[config.mk]
export PLATFORM = sky130hd
export DESIGN_NAME = smb_clkreg_slave
export DESIGN_NICKNAME = d
export VERILOG_FILES = /design/src/rtl/smb_clkreg_pkg.sv /design/src/rtl/smb_bus_sync.sv /design/src/rtl/smb_regfile.sv /design/src/rtl/smb_clkreg_slave.sv
export SDC_FILE = /design/constraint.sdc
export NUM_CORES = 1
export LEC_CHECK = 0
export BUFFER_PORTS_ARGS = -buffer_cell sky130_fd_sc_hd__buf_4
export CAP_MARGIN = 15
export CORE_MARGIN = 2
export CORE_UTILIZATION = 45
export CTS_CLUSTER_SIZE = 25
export DETAILED_ROUTE_END_ITERATION = 6
export SETUP_SLACK_MARGIN = 0.2
export SLEW_MARGIN = 10
export SYNTH_ARGS = -nofsm -noshare
export SYNTH_HDL_FRONTEND = slang
export SYNTH_SLANG_ARGS = --single-unit
[constraint.sdc]
create_clock -name clk_i -period 4.5 [get_ports clk_i]
set_clock_uncertainty 0.2 [all_clocks]
set_input_delay 0.45 -clock clk_i [delete_from_list [all_inputs] [get_ports clk_i]]
set_output_delay 0.45 -clock clk_i [all_outputs]
set_load 0.1 [all_outputs]
[src/rtl/smb_clkreg_pkg.sv]
package smb_clkreg_pkg;
  localparam int REG_W = 8;

  typedef enum logic [2:0] {
    ST_IDLE, ST_ADDR, ST_CMD, ST_CNT, ST_WDATA, ST_ACK, ST_RDATA, ST_MACK
  } smb_st_e;

  function automatic logic [REG_W-1:0] rst_val(int idx);
    case (idx)
      0, 2:    return 8'hFF;
      1:       return 8'hFE;
      4:       return 8'h07;
      6:       return 8'h38;
      default: return 8'h00;
    endcase
  endfunction
endpackage

[src/rtl/smb_bus_sync.sv]
module smb_bus_sync #(
  parameter int STAGES = 2
) (
  input  logic clk_i,
  input  logic rst_ni,
  input  logic scl_i,
  input  logic sda_i,
  output logic sda_o,
  output logic scl_rise_o,
  output logic scl_fall_o,
  output logic start_o,
  output logic stop_o
);
  logic [STAGES-1:0] scl_ff, sda_ff;
  logic scl_q, sda_q, scl_s, sda_s;

  assign scl_s = scl_ff[STAGES-1];
  assign sda_s = sda_ff[STAGES-1];

  always_ff @(posedge clk_i or negedge rst_ni) begin
    if (!rst_ni) begin
      scl_ff <= '1;
      sda_ff <= '1;
      scl_q  <= 1'b1;
      sda_q  <= 1'b1;
    end else begin
      scl_ff <= {scl_ff[STAGES-2:0], scl_i};
      sda_ff <= {sda_ff[STAGES-2:0], sda_i};
      scl_q  <= scl_s;
      sda_q  <= sda_s;
    end
  end

  assign sda_o      = sda_s;
  assign scl_rise_o = scl_s & ~scl_q;
  assign scl_fall_o = ~scl_s & scl_q;
  // SDA edges while SCL stays high
  assign start_o    = scl_s & scl_q & sda_q & ~sda_s;
  assign stop_o     = scl_s & scl_q & ~sda_q & sda_s;
endmodule

[src/rtl/smb_regfile.sv]
module smb_regfile
  import smb_clkreg_pkg::*;
#(
  parameter int          NUM_REGS = 8,
  parameter int          STRAP_W  = 3,
  parameter logic [7:0]  ID_VAL   = 8'h08
) (
  input  logic                          clk_i,
  input  logic                          rst_ni,
  input  logic                          wr_en_i,
  input  logic [6:0]                    wr_idx_i,
  input  logic [REG_W-1:0]              wr_data_i,
  input  logic [6:0]                    rd_idx_i,
  output logic [REG_W-1:0]              rd_data_o,
  input  logic [STRAP_W-1:0]            strap_i,
  output logic [(NUM_REGS-1)*REG_W-1:0] ctrl_o
);
  localparam int         NUM_RW = NUM_REGS - 1;
  localparam int         SEL_W  = $clog2(NUM_REGS);
  localparam logic [6:0] LIM    = 7'(NUM_REGS);

  logic [REG_W-1:0] regs [NUM_RW];
  logic [REG_W-1:0] view [NUM_REGS];

  for (genvar g = 0; g < NUM_RW; g++) begin : g_reg
    always_ff @(posedge clk_i or negedge rst_ni) begin
      if (!rst_ni) regs[g] <= rst_val(g);
      else if (wr_en_i && wr_idx_i == 7'(g)) begin
        if (g == NUM_RW - 1) regs[g] <= {wr_data_i[REG_W-1:STRAP_W], regs[g][STRAP_W-1:0]};
        else                 regs[g] <= wr_data_i;
      end
    end

    if (g == NUM_RW - 1) begin : g_strap
      assign view[g] = {regs[g][REG_W-1:STRAP_W], strap_i};
    end else begin : g_plain
      assign view[g] = regs[g];
    end
    assign ctrl_o[g*REG_W +: REG_W] = view[g];

    p_hold_r3: assert property (@(posedge clk_i) disable iff (!rst_ni)
      !(wr_en_i && wr_idx_i == 7'(g)) |=> $stable(regs[g]));
  end

  assign view[NUM_REGS-1] = ID_VAL;
  assign rd_data_o = (rd_idx_i < LIM) ? view[rd_idx_i[SEL_W-1:0]] : '0;
endmodule

[src/rtl/smb_clkreg_slave.sv]
module smb_clkreg_slave
  import smb_clkreg_pkg::*;
#(
  parameter logic [6:0] SLV_ADDR    = 7'h69,
  parameter int         NUM_REGS    = 8,
  parameter int         STRAP_W     = 3,
  parameter logic [7:0] ID_VAL      = 8'h08,
  parameter int         SYNC_STAGES = 2
) (
  input  logic                          clk_i,
  input  logic                          rst_ni,
  input  logic                          scl_i,
  input  logic                          sda_i,
  output logic                          sda_o,
  output logic                          sda_oe_o,
  input  logic [STRAP_W-1:0]            strap_i,
  output logic [(NUM_REGS-1)*REG_W-1:0] ctrl_o
);
  localparam logic [6:0] LIM = 7'(NUM_REGS);

  logic sda_s, scl_rise, scl_fall, start, stop;
  smb_st_e          state, nxt;
  logic [3:0]       bit_cnt;
  logic [REG_W-1:0] sr, rd_data, tx_byte;
  logic [6:0]       idx;
  logic             send_cnt, ack_q, mack_ok, wr_en, byte_in;

  smb_bus_sync #(.STAGES(SYNC_STAGES)) u_sync (
    .clk_i, .rst_ni, .scl_i, .sda_i,
    .sda_o(sda_s), .scl_rise_o(scl_rise), .scl_fall_o(scl_fall),
    .start_o(start), .stop_o(stop)
  );

  smb_regfile #(.NUM_REGS(NUM_REGS), .STRAP_W(STRAP_W), .ID_VAL(ID_VAL)) u_regs (
    .clk_i, .rst_ni, .wr_en_i(wr_en), .wr_idx_i(idx), .wr_data_i(sr),
    .rd_idx_i(idx), .rd_data_o(rd_data), .strap_i, .ctrl_o
  );

  assign byte_in  = scl_fall && bit_cnt == 4'd8;
  assign wr_en    = state == ST_WDATA && byte_in && idx < LIM;
  assign tx_byte  = send_cnt ? 8'(NUM_REGS) : rd_data;
  assign sda_o    = 1'b0;
  assign sda_oe_o = (state == ST_ACK && ack_q) || (state == ST_RDATA && !sr[7]);

  always_ff @(posedge clk_i or negedge rst_ni) begin
    if (!rst_ni) begin
      state <= ST_IDLE; nxt <= ST_IDLE; bit_cnt <= '0; sr <= '0; idx <= '0;
      send_cnt <= 1'b0; ack_q <= 1'b0; mack_ok <= 1'b0;
    end else if (start) begin
      state <= ST_ADDR; bit_cnt <= '0; ack_q <= 1'b0;
    end else if (stop) begin
      state <= ST_IDLE; ack_q <= 1'b0;
    end else begin
      unique case (state)
        ST_ADDR, ST_CMD, ST_CNT, ST_WDATA: begin
          if (scl_rise) begin
            sr      <= {sr[6:0], sda_s};
            bit_cnt <= bit_cnt + 4'd1;
          end else if (byte_in) begin
            state   <= ST_ACK;
            bit_cnt <= '0;
            ack_q   <= 1'b1;
            nxt     <= ST_WDATA;
            if (state == ST_ADDR) begin
              if (sr[7:1] != SLV_ADDR) begin
                ack_q <= 1'b0; nxt <= ST_IDLE;
              end else if (sr[0]) nxt <= ST_RDATA;
              else                nxt <= ST_CMD;
            end else if (state == ST_CMD) begin
              if (sr[7]) begin
                idx <= sr[6:0]; send_cnt <= 1'b0;
              end else if (sr[6:0] == '0) begin
                idx <= '0; send_cnt <= 1'b1; nxt <= ST_CNT;
              end else begin
                ack_q <= 1'b0; nxt <= ST_IDLE;
              end
            end else if (state == ST_WDATA) begin
              if (idx < LIM) idx <= idx + 7'd1;
              else begin
                ack_q <= 1'b0; nxt <= ST_IDLE;
              end
            end
          end
        end
        ST_ACK: if (scl_fall) begin
          ack_q   <= 1'b0;
          state   <= nxt;
          bit_cnt <= '0;
          if (nxt == ST_RDATA) begin
            sr <= tx_byte;
            if (send_cnt) send_cnt <= 1'b0;
            else          idx <= idx + 7'd1;
          end
        end
        ST_RDATA: if (scl_fall) begin
          if (bit_cnt == 4'd7) begin
            state <= ST_MACK; bit_cnt <= '0;
          end else begin
            sr <= {sr[6:0], 1'b0}; bit_cnt <= bit_cnt + 4'd1;
          end
        end
        ST_MACK: begin
          if (scl_rise) mack_ok <= ~sda_s;
          else if (scl_fall) begin
            if (mack_ok) begin
              state <= ST_RDATA;
              sr    <= tx_byte;
              if (send_cnt) send_cnt <= 1'b0;
              else          idx <= idx + 7'd1;
            end else state <= ST_IDLE;
          end
        end
        default: ;
      endcase
    end
  end

  p_addr_nack_r2: assert property (@(posedge clk_i) disable iff (!rst_ni)
    (state == ST_ADDR && byte_in && !start && !stop && sr[7:1] != SLV_ADDR) |=> !sda_oe_o);
  p_oob_nack_r8: assert property (@(posedge clk_i) disable iff (!rst_ni)
    (state == ST_WDATA && byte_in && idx >= LIM) |=> (state == ST_ACK && !sda_oe_o));
  p_mack_release_r10: assert property (@(posedge clk_i) disable iff (!rst_ni)
    (state == ST_RDATA && scl_fall && bit_cnt == 4'd7 && !start && !stop) |=> !sda_oe_o);
  p_start_addr_r11: assert property (@(posedge clk_i) disable iff (!rst_ni)
    start |=> (state == ST_ADDR && bit_cnt == 4'd0));
  p_stop_idle_r11: assert property (@(posedge clk_i) disable iff (!rst_ni)
    stop |=> (state == ST_IDLE && !sda_oe_o));
endmodule

# Word-level counts from Yosys, hierarchy flattened
# Cells that the tools add are included.
word_totals:
  reg_bits: 87
  latch_bits: 0
  mem_bits_rw: 0
  romBits: 0
  in_bits: 7
  output_inout_bits: 58
  wordCells: 193
  n_memories: 0
classes:
  add_sub_neg: 2
  multipliers: 0
  div: 0
  order_cmp: 2
  n_eq_ne: 44
  n_shift: 0
  muxes: 81
  bitwise_logic: 15
  reduce_logical: 30
op_table:
  columns: ["op", "count"]
  rows:
  - ["$mux W7", 14]
  - ["$mux W8", 12]
  - ["$mux W3", 17]
  - ["$ne A4 B4 Y1 const B", 8]
  - ["$pmux W8 S4", 1]
  - ["$mux W4", 7]
  - ["$bmux W8 S3", 1]
  - ["$ne A2 B2 Y1 const B", 12]
  - ["$mux W1", 23]
  - ["$eq A7 B3 Y1 const B", 3]
  - ["$pmux W7 S3", 1]
  - ["$eq A3 B3 Y1 const B", 5]
  - ["$ne A3 B3 Y1 const B", 5]
  - ["$eq A7 B2 Y1 const B", 2]
  - ["$logic_not A7 Y1", 2]
  - ["$reduce_and A14 Y1", 1]
  - ["$reduce_and A13 Y1", 1]
  - ["$logic_and A1 B1 Y1", 12]
  - ["$pmux W3 S4", 1]
  - ["$pmux W4 S3", 1]
  - ["$reduce_bool A4 Y1", 3]
  - ["$reduce_and A11 Y1", 1]
  - ["$reduce_and A5 Y1", 2]
  - ["$reduce_and A4 Y1", 2]
  - ["other kinds (24)", 37]

# Longest topological paths before layout
# Gate-level depths: netlist of run 1.
depth:
  depth_word: 10
  depth_mapped: 9
  ltp_nobuf: 7

# Cells and area by module
# A second synthesis of run 1 with hierarchy kept.
unflattened:
  cells_unflattened: 417
  area_unflattened_um2: 4893.4
by_module_without_submodules:
  columns: ["module", "instances", "cells_each", "area_per_inst_um2", "seq_area_each_um2"]
  rows:
  - ["smb_regfile", 1, 177, 2618.8, 1362.6]
  - ["smb_clkreg_slave", 1, 230, 2084.5, 700.7]
  - ["smb_bus_sync", 1, 10, 190.2, 157.7]

# Worst setup path before layout of run 1
# Ideal clock, no wire load.
synth_path:
  kind: "flip-flop to output port"
  from: "register state[0]"
  to: "output port sda_oe_o"
  t_arrival_ns: 2.306
  required_time_ns: 3.850
  path_slack_ns: 1.544
  stages_incl_launch_ff: 5
  path_buffers: 2
  cell_sequence: "dfrtp_1 clkbuf_1 buf_1 a31oi_1 nor2_1"
synth_via:
  elab_chain_len: 3
  elab_cells_between_ends: 5
  cone_classes: "eq/ne: 2; reduce/logical: 3"
synth_rtl:
  columns: ["element", "line_no", "text"]
  rows:
  - ["start, declared", "smb_clkreg_slave.sv:22", "smb_st_e state, nxt;"]
  - ["start signal, assigned", "smb_clkreg_slave.sv:87", "state <= nxt;"]
  - ["$eq A3 B3 Y1", "smb_clkreg_slave.sv:43", "assign sda_oe_o = (state == ST_ACK && ack_q) || (state == ST_RDATA && !sr[7]);"]
  - ["$logic_and A1 B1 Y1", "smb_clkreg_slave.sv:43", null]
  - ["$logic_or A1 B1 Y1 *", "smb_clkreg_slave.sv:43", null]
  - ["end, declared", "smb_clkreg_slave.sv:15", "output logic sda_oe_o,"]
# Mark *: on every way between the ends. The rest lies on a longest branch, timed or not.

# Worst setup path after layout of run 1
layout_path:
  from: "register u_sync.scl_q"
  to: "register u_regs.regs (netlist bit u_regs.ctrl_o[1])"
layout_via:
  elab_chain_len: 5
layout_rtl:
  columns: ["element", "line_no", "text"]
  rows:
  - ["start, declared", "smb_bus_sync.sv:15", "logic scl_q, sda_q, scl_s, sda_s;"]
  - ["start signal, assigned", "smb_bus_sync.sv:29", "scl_q <= scl_s;"]
  - ["$and A1 B1 Y1", "smb_bus_sync.sv:36", "assign scl_fall_o = ~scl_s & scl_q;"]
  - ["$logic_and A1 B1 Y1", "smb_clkreg_slave.sv:39", "assign byte_in = scl_fall && bit_cnt == 4'd8;"]
  - ["$logic_and A1 B1 Y1 (2 in series)", "smb_clkreg_slave.sv:40", "assign wr_en = state == ST_WDATA && byte_in && idx < LIM;"]
  - ["$logic_and A1 B1 Y1", "smb_regfile.sv:28", "else if (wr_en_i && wr_idx_i == 7'(g)) begin"]
  - ["end signal, assigned by index", "smb_regfile.sv:27", "if (!rst_ni) regs[g] <= rst_val(g);"]
  - ["end signal, assigned by index", "smb_regfile.sv:29", "if (g == NUM_RW - 1) regs[g] <= {wr_data_i[REG_W-1:STRAP_W], regs[g][STRAP_W-1:0]};"]
  - ["end signal, assigned by index", "smb_regfile.sv:30", "else regs[g] <= wr_data_i;"]
  - ["end, declared", "smb_regfile.sv:22", "logic [REG_W-1:0] regs [NUM_RW];"]
# No other way between the ends.
# A chain may end at the register's enable or synchronous reset.

==> reports/qor.txt, run 1 <==
status -> completed
Hold EP -> u_sync.sda_ff[1]$_DFF_PN1_
worst r2r src -> u_sync.scl_q$_DFF_PN1_
Hold Crit Class -> reg -> reg
Total Routing Usage GR -> 0.230
hold_sp -> u_sync.sda_ff[0]$_DFF_PN1_
CTS sink count -> 87
share of flip-flops with an asynchronous set or reset -> 1.00
vias per inst -> 6.01
gp weighted congestion -> 0.876
Initial Util -> 0.465
# setup viols final -> 0
Max Freq -> 296 MHz
Reg2Reg Depth -> 5
dpl hpwl -> 8660 um
Die Width -> 107 um
CTS buffer count -> 9
wire length per cell -> 20.1 um
first-pass GRT wire length -> 20300 um
Crit Path Max Fanout -> 12
Critical Path Max Stage Delay -> 0.72 ns
Clk Latency, worst-skew pair -> 0.37 ns
grt total ovfl -> 0
Worst-path clk slew -> 0.08 ns
Cell Pwr Density -> 334 nW/um^2
Slew Viols, Final -> 0
Worst Setup Start Kind -> flip-flop
Yosys top cell area share -> 0.270
Least-Margin Pin Slew -> 1.06 ns
via count -> 3731
Die Ht -> 107 um
Setup CP Type -> reg -> reg
min cycle time layout -> 3.38 ns
multi-input logic area -> 2390 sq um
post-synthesis sequential area ratio -> 0.461
largest net degree at the start of global routing -> 60
Setup WS pre-CTS -> 1.19 ns
Peak VDD IR -> 203 uV
Most used DFF post-synth -> dfrtp_1
Synth area leader -> dfrtp_1
CP required -> 4.60 ns
Iter 0 DRT Violations -> 203
share of layout cells above drive strength 1 -> 0.416
Max Buffers Root-to-Sink -> 2
final wirelength -> 12500 um
part of the cycle the worst path needs -> 0.751
Crit path buffers/inverters -> 0
post-synth net total -> 446
port bufs -> 63
cell family with the largest share of critical-path delay -> simple AND/OR/NAND/NOR gates
unrepaired setup endpoints after global routing -> no
Max Cap Viol -> 0
worst path arrival time -> 3.48 ns
DRC violations left -> 0
number of synthesized flops with an enable pin -> 0
area delta synth->final -> 15.9%
H-tree Lvls -> 3
Crit. End Element -> flip-flop
final setup margin -> 1.12 ns
Resized Gates After CTS -> 0
row cnt -> 37
R2R Setup Slk -> 1.12 ns
Synth Instances -> 433
# diodes -> 0
Die Area -> 11600 sq um
Reg area -> 2220 sq um
Core Area -> 10400 sq um
vias in the first global route -> 3779
first-pass detailed-route iteration total -> 5
slew margin rel. -> 0.293
Pleak -> 2.44 nW
Synth warnings -> 0
worst hold stages -> 0
nets -> 493
Mean Syn Cell Area -> 11.1 sq um
clock root buffer -> clkbuf_8
library cells used by synthesis -> 60
crit path max-delay cell type -> or4_1
Hold Vio Cnt, Final -> 0
Fillers -> 961
CTS tree -> built
Final ANT Viol Nets -> 0
RR Endpoint -> u_regs.ctrl_o[1]$_DFFE_PN1P_
FF+latch count, synth -> 87
CP Cell Sequence -> nor2b_1 -> nand2_1 -> or4_1 -> nor3b_4 -> mux2_2
IO Count -> 65
initial antenna violation count -> 0
TNS Setup -> 0 ns
Netlist Area Pre-Place -> 4820 sq um
top cells by area, synth -> dfrtp_1, dfstp_2, mux2_2, mux4_2, o21ai_0
==> flip-flops by register name, summed over array words and instances, names as in the netlist <==
| signal | flops |
|---|---|
| send_cnt | 1 |
| u_sync.sda_ff | 2 |
| u_sync.scl_ff | 2 |
| ack_q | 1 |
| idx | 7 |
| state | 3 |
| u_sync.scl_q | 1 |
| u_regs.ctrl_o | 53 |
| mack_ok | 1 |
| u_sync.sda_q | 1 |
| bit_cnt | 4 |
| nxt | 3 |
| sr | 8 |
==> logic make-up (layout without fill, tap and decap cells) <==
family	after synthesis	count (layout)	synth area share
other cells	1	1	0.000778
mux	86	86	0.219
compound gates	89	89	0.126
fa+ha+maj	6	6	0.0156
flops	87	87	0.461
simple gates	108	108	0.124
xor+xnor	6	6	0.0109
buf+inv	50	102	0.0434
==> cells in the final DEF, fill, tap and decap left out, types with 6 or more instances in the layout <==
cell and n:
ha_1 6, o21ai_0 21, nand2_1 22, mux2_2 71, buf_4 66, mux4_2 8, a31oi_1 6, nor2_1 22
nor4_1 6, nor3_1 6, clkbuf_8 11, a21oi_1 18, nand2b_1 7, inv_1 14, dfstp_2 35, nand3_1 16
dfrtp_1 52, a221oi_1 9
==> report_power, final <==
group	leakage, nW	internal (W)	switching [W]
combinational	1.27	0.000116	0.000154
sequential	1.07	0.000829	0.000178
clock	0.103	0.000291	0.000299
total	2.44	0.00124	0.000631
==> per-layer routing <==
layer,global-route usage,up-vias,routed length (um)
met1,0.299,1909,5550
met2,0.373,102,6040
met4,0.107,0,374
met3,0.0418,27,538
met5,0,-,0
li1,-,1693,-
==> cell type report <==
cell class | instances | share of cell area
Clock buffer | 11 | 0.0271
Clock inverter | 5 | 0.0112
Inverter | 17 | 0.0114
Multi-Input combinational cell | 296 | 0.428
Sequential cell | 87 | 0.398
Tap cell | 136 | 0.0305
Timing Repair Buffer | 69 | 0.0941
==> per-stage QoR <==
step | cells | cell area [sq um] | total power (W) | hold WS (ns) | utilization
after global routing | 621 | 5580 | 0.00195 | 0.163 | 0.538
after global placement | 602 | 5340 | 0.00128 | 0.147 | 0.515
after detailed placement | 602 | 5340 | 0.00128 | 0.149 | 0.515
after floorplan | 433 | 4820 | 0.00116 | -0.0456 | -
after CTS | 621 | 5580 | 0.00188 | 0.162 | 0.538
final | 621 | 5580 | 0.00187 | 0.160 | 0.538
==> worst max-delay path by stage <==
stage	to	cells past startpoint	startpoint
3_3_place_gp	u_regs.ctrl_o[22]$_DFFE_PN1P_	5	u_sync.scl_q$_DFF_PN1_
3_5_place_dp	u_regs.ctrl_o[18]$_DFFE_PN1P_	5	u_sync.scl_q$_DFF_PN1_
4_1_cts	u_regs.ctrl_o[1]$_DFFE_PN1P_	5	u_sync.scl_q$_DFF_PN1_
2_1_floorplan	sda_oe_o	4	state[0]$_DFFE_PN0P_
5_1_grt	u_regs.ctrl_o[2]$_DFFE_PN1P_	5	u_sync.scl_q$_DFF_PN1_
6_report	u_regs.ctrl_o[1]$_DFFE_PN1P_	5	u_sync.scl_q$_DFF_PN1_
==> worst reg2reg max path, cell delays in order (launching register included) <==
cell and delay [ns]:
dfstp_2 0.64, nor2b_1 0.53, nand2_1 0.30, or4_1 0.72, nor3b_4 0.53, mux2_2 0.40
==> synth_stat cells (5+ instances only) <==
library cell / instances
ha_1: 6
a221oi_1: 9
nor2_1: 22
nand2b_1: 7
inv_1: 14
a21oi_1: 18
o21ai_0: 21
buf_4: 5
clkbuf_1: 25
dfstp_2: 35
mux4_2: 8
nor4_1: 6
a31oi_1: 6
nand2_1: 22
nand3_1: 16
mux2_2: 71
nor2b_1: 5
dfrtp_1: 52
nor3_1: 6
==> timing repair <==
action | in CTS | in global routing
hold buffers | 3 | 0
setup buffers | 0 | 0
endpoints found under the hold margin | 39 | 0
(Power assumes the default switching activity.)
==> run 2: changes to the inputs <==
ABC_AREA = 1   (was default)
PLACE_DENSITY = 0.67   (was default)
clock period = 2.98 ns   (was 4.5 ns; I/O delays follow)
==> reports/qor.txt, run 2 <==
status -> completed
M1 GR Usage -> 0.340
post-synthesis sequential area ratio -> 0.444
count leader, synth -> nand2_1
Peak VDD IR -> 374 uV
number of synthesized flops with an enable pin -> 0
Flop pwr share -> 0.342
dpl hpwl -> 9540 um
Setup WS pre-CTS -> 0.739 ns
vias in the first global route -> 4285
Synth warnings -> 0
unrepaired setup endpoints after global routing -> no
Hold Vio Cnt, Final -> 0
Die Ht -> 109 um
Clock power frac -> 0.175
Internal Power -> 0.00226 W
TNS Setup -> 0 ns
Iter 0 DRT Violations -> 266
Netlist Area Pre-Place -> 5000 sq um
final setup margin -> 0.715 ns
Util after Layout -> 0.529
placed instance area -> 5530 sq um
CTS buffer count -> 9
post-synth net total -> 671
hold_sp -> u_sync.sda_ff[0]$_DFF_PN1_
post-synthesis mux area share -> 0
Crit path buffers/inverters -> 2
Setup Buffers After CTS -> 0
Compound-Gate Fraction of Synth Area -> 0.0980
Total Routing Usage GR -> 0.236
Final ANT Viol Nets -> 0
# setup viols final -> 0
Most used DFF post-synth -> dfrtp_1
nets -> 730
Setup CP Type -> reg -> reg
min cycle time layout -> 2.26 ns
port bufs -> 63
Clk Latency, worst-skew pair -> 0.38 ns
Cell Pwr Density -> 771 nW/um^2
grt total ovfl -> 0
Crit. End Element -> flip-flop
Hold Crit Class -> reg -> reg
Critical Path Max Stage Delay -> 0.68 ns
vias per inst -> 5.24
Pleak -> 2.84 nW
final wirelength -> 13100 um
max reg flops -> 53
cell family with the largest share of critical-path delay -> flip-flops
initial antenna violation count -> 0
Comb pwr share -> 0.483
first-pass detailed-route iteration total -> 5
Synth area leader -> dfrtp_1
area delta synth->final -> 14.7%
slew margin rel. -> 0.476
FF+latch count, synth -> 87
Power, Total -> 0.00442 W
Slew Viols, Final -> 0
Yosys top cell area share -> 0.260
Die Area -> 12000 sq um
CP required -> 3.03 ns
post-synthesis adder-cell area fraction -> 0.0150
Crit Path Max Fanout -> 24
net switching share of the total power -> 0.490
commonest non-fill, non-tap cell in the layout -> nand2_1
GRT busiest layer -> met2
combinational family with the most area after synthesis -> simple AND/OR/NAND/NOR gates
multi-input logic area -> 2350 sq um
Max Buffers Root-to-Sink -> 2
top cells by area, synth -> dfrtp_1, dfstp_2, nand2_1, nand3_1, inv_1
Synth Area in Simple Gates -> 0.352
Initial Util -> 0.461
Core Area -> 10800 sq um
Post-synth top cells -> nand2_1, inv_1, dfrtp_1
share of flip-flops with an asynchronous set or reset -> 1.00
wire length per cell -> 15.1 um
met3 usage -> 0.0344
switching power -> 0.00217 W
Synth Area in XOR/XNOR -> 0.00350
Worst-path clk slew -> 0.09 ns
Resized Gates After CTS -> 0
Critical Path Start -> idx[0]$_DFFE_PN0P_
largest net degree at the start of global routing -> 47
worst path arrival time -> 2.32 ns
Least-Margin Pin Slew -> 0.787 ns
gp weighted congestion -> 0.903
Reg area -> 2220 sq um
first-pass GRT wire length -> 21700 um
crit path max-delay cell type -> dfrtp_1
CTS tree -> built
Max Cap Viol -> 0
Synth Instances -> 658
clock root buffer -> clkbuf_8
Max Freq -> 442 MHz
fin area -> 5740 sq um
# diodes -> 0
library cells used by synthesis -> 35
CP Cell Sequence -> inv_2 -> ha_1 -> inv_1 -> nor3_1 -> nand2_4 -> nand2_1 -> o21ai_1
H-tree Lvls -> 3
Worst Setup Start Kind -> flip-flop
CTS sink count -> 87
DRC violations left -> 0
Die Width -> 109 um
Mean Syn Cell Area -> 7.60 sq um
IO Count -> 65
share of layout cells above drive strength 1 -> 0.230
worst r2r src -> idx[0]$_DFFE_PN0P_
part of the cycle the worst path needs -> 0.760
row cnt -> 38
GR Layer Usage met2 -> 0.360
Fillers -> 1055
most frequent cells in the layout -> nand2_1, buf_4, inv_1, dfrtp_1
via count -> 4515
==> run 2: changes by cell type in the layout (fill, tap and decap cells not counted), sizes merged, moves of 7 or more <==
| cell | previous run | this run |
|---|---|---|
| nand2 | 22 | 234 |
| mux2 | 75 | 0 |
| o21ai | 21 | 79 |
| inv | 16 | 73 |
| nand3 | 16 | 60 |
| nor2 | 23 | 59 |
| a21oi | 18 | 8 |
| a221oi | 9 | 0 |
| nand4 | 4 | 13 |
| mux4 | 8 | 0 |
| nand2b | 7 | 0 |
==> run 2: path summary, 6_finish.rpt <==
| check | depth (start not counted) | end | slack [ns] |
|---|---|---|---|
| setup / recovery | 7 | u_regs.ctrl_o[39]$_DFFE_PN0P_ | 0.72 |
| hold reg to reg | 0 | u_sync.sda_ff[1]$_DFF_PN1_ | 0.16 |
| max in group asynchronous | 3 | u_sync.scl_q$_DFF_PN1_ | 1.65 |
| min in group asynchronous | 2 | u_regs.ctrl_o[54]$_DFFE_PN0P_ | 0.24 |
| setup reg to reg | 7 | u_regs.ctrl_o[39]$_DFFE_PN0P_ | 0.72 |
| hold / removal | 0 | u_sync.sda_ff[1]$_DFF_PN1_ | 0.16 |
==> run 2: power groups by stage <==
stage	registers [W]	logic [W]	clock network [W]
floorplan	0.00141	0.00172	0
global placement	0.00152	0.00207	0
detailed placement	0.00152	0.00211	0
CTS	0.00151	0.00212	0.000781
global route	0.00154	0.00240	0.000837
finish	0.00151	0.00214	0.000773
==> run 2: what timing repair did <==
item / 4_1_cts / 5_1_grt
setup endpoints to repair: 0 / 0
hold buffers: 3 / 0
endpoints found under the hold margin: 24 / 0
==> run 2: metal layers <==
| metal | vias up | part of all wire |
|---|---|---|
| li1 | 2223 | - |
| met3 | 19 | 0.052 |
| met5 | - | 0 |
| met2 | 137 | 0.46 |
| met1 | 2136 | 0.47 |
| met4 | 0 | 0.016 |
==> run 2: cell families after synthesis <==
group                      after synthesis
and+or+nand+nor                        379
DFF                                     87
xor gates and xnor gates                 2
adders and majority gates                6
AOI/OAI and AO/OA                       90
other                                    1
buffers and inverters                   93
==> run 2: cell type report <==
| type | instances | share of cell area |
|---|---|---|
| tap | 140 | 0.0305 |
| sequential | 87 | 0.387 |
| inverter | 72 | 0.0484 |
| multi-input combinational | 478 | 0.410 |
| clock inverter | 5 | 0.00567 |
| timing repair buffer | 69 | 0.0938 |
| clock buffer | 11 | 0.0247 |
==> run 2: worst reg2reg max path, delay by kind of cell, from the launching register on <==
kind            cells  cell delay [ns]
buf+inv             2             0.42
flops               1             0.68
compound gates      1             0.06
simple gates        3             0.59
fa+ha+maj           1             0.20
==> run 2: stage by stage <==
stage / hold WS, ns / std cells
global placement: 0.114 / 843
finish: 0.159 / 862
global route: 0.161 / 862
CTS: 0.159 / 862
detailed placement: 0.121 / 843
floorplan: -0.198 / 658
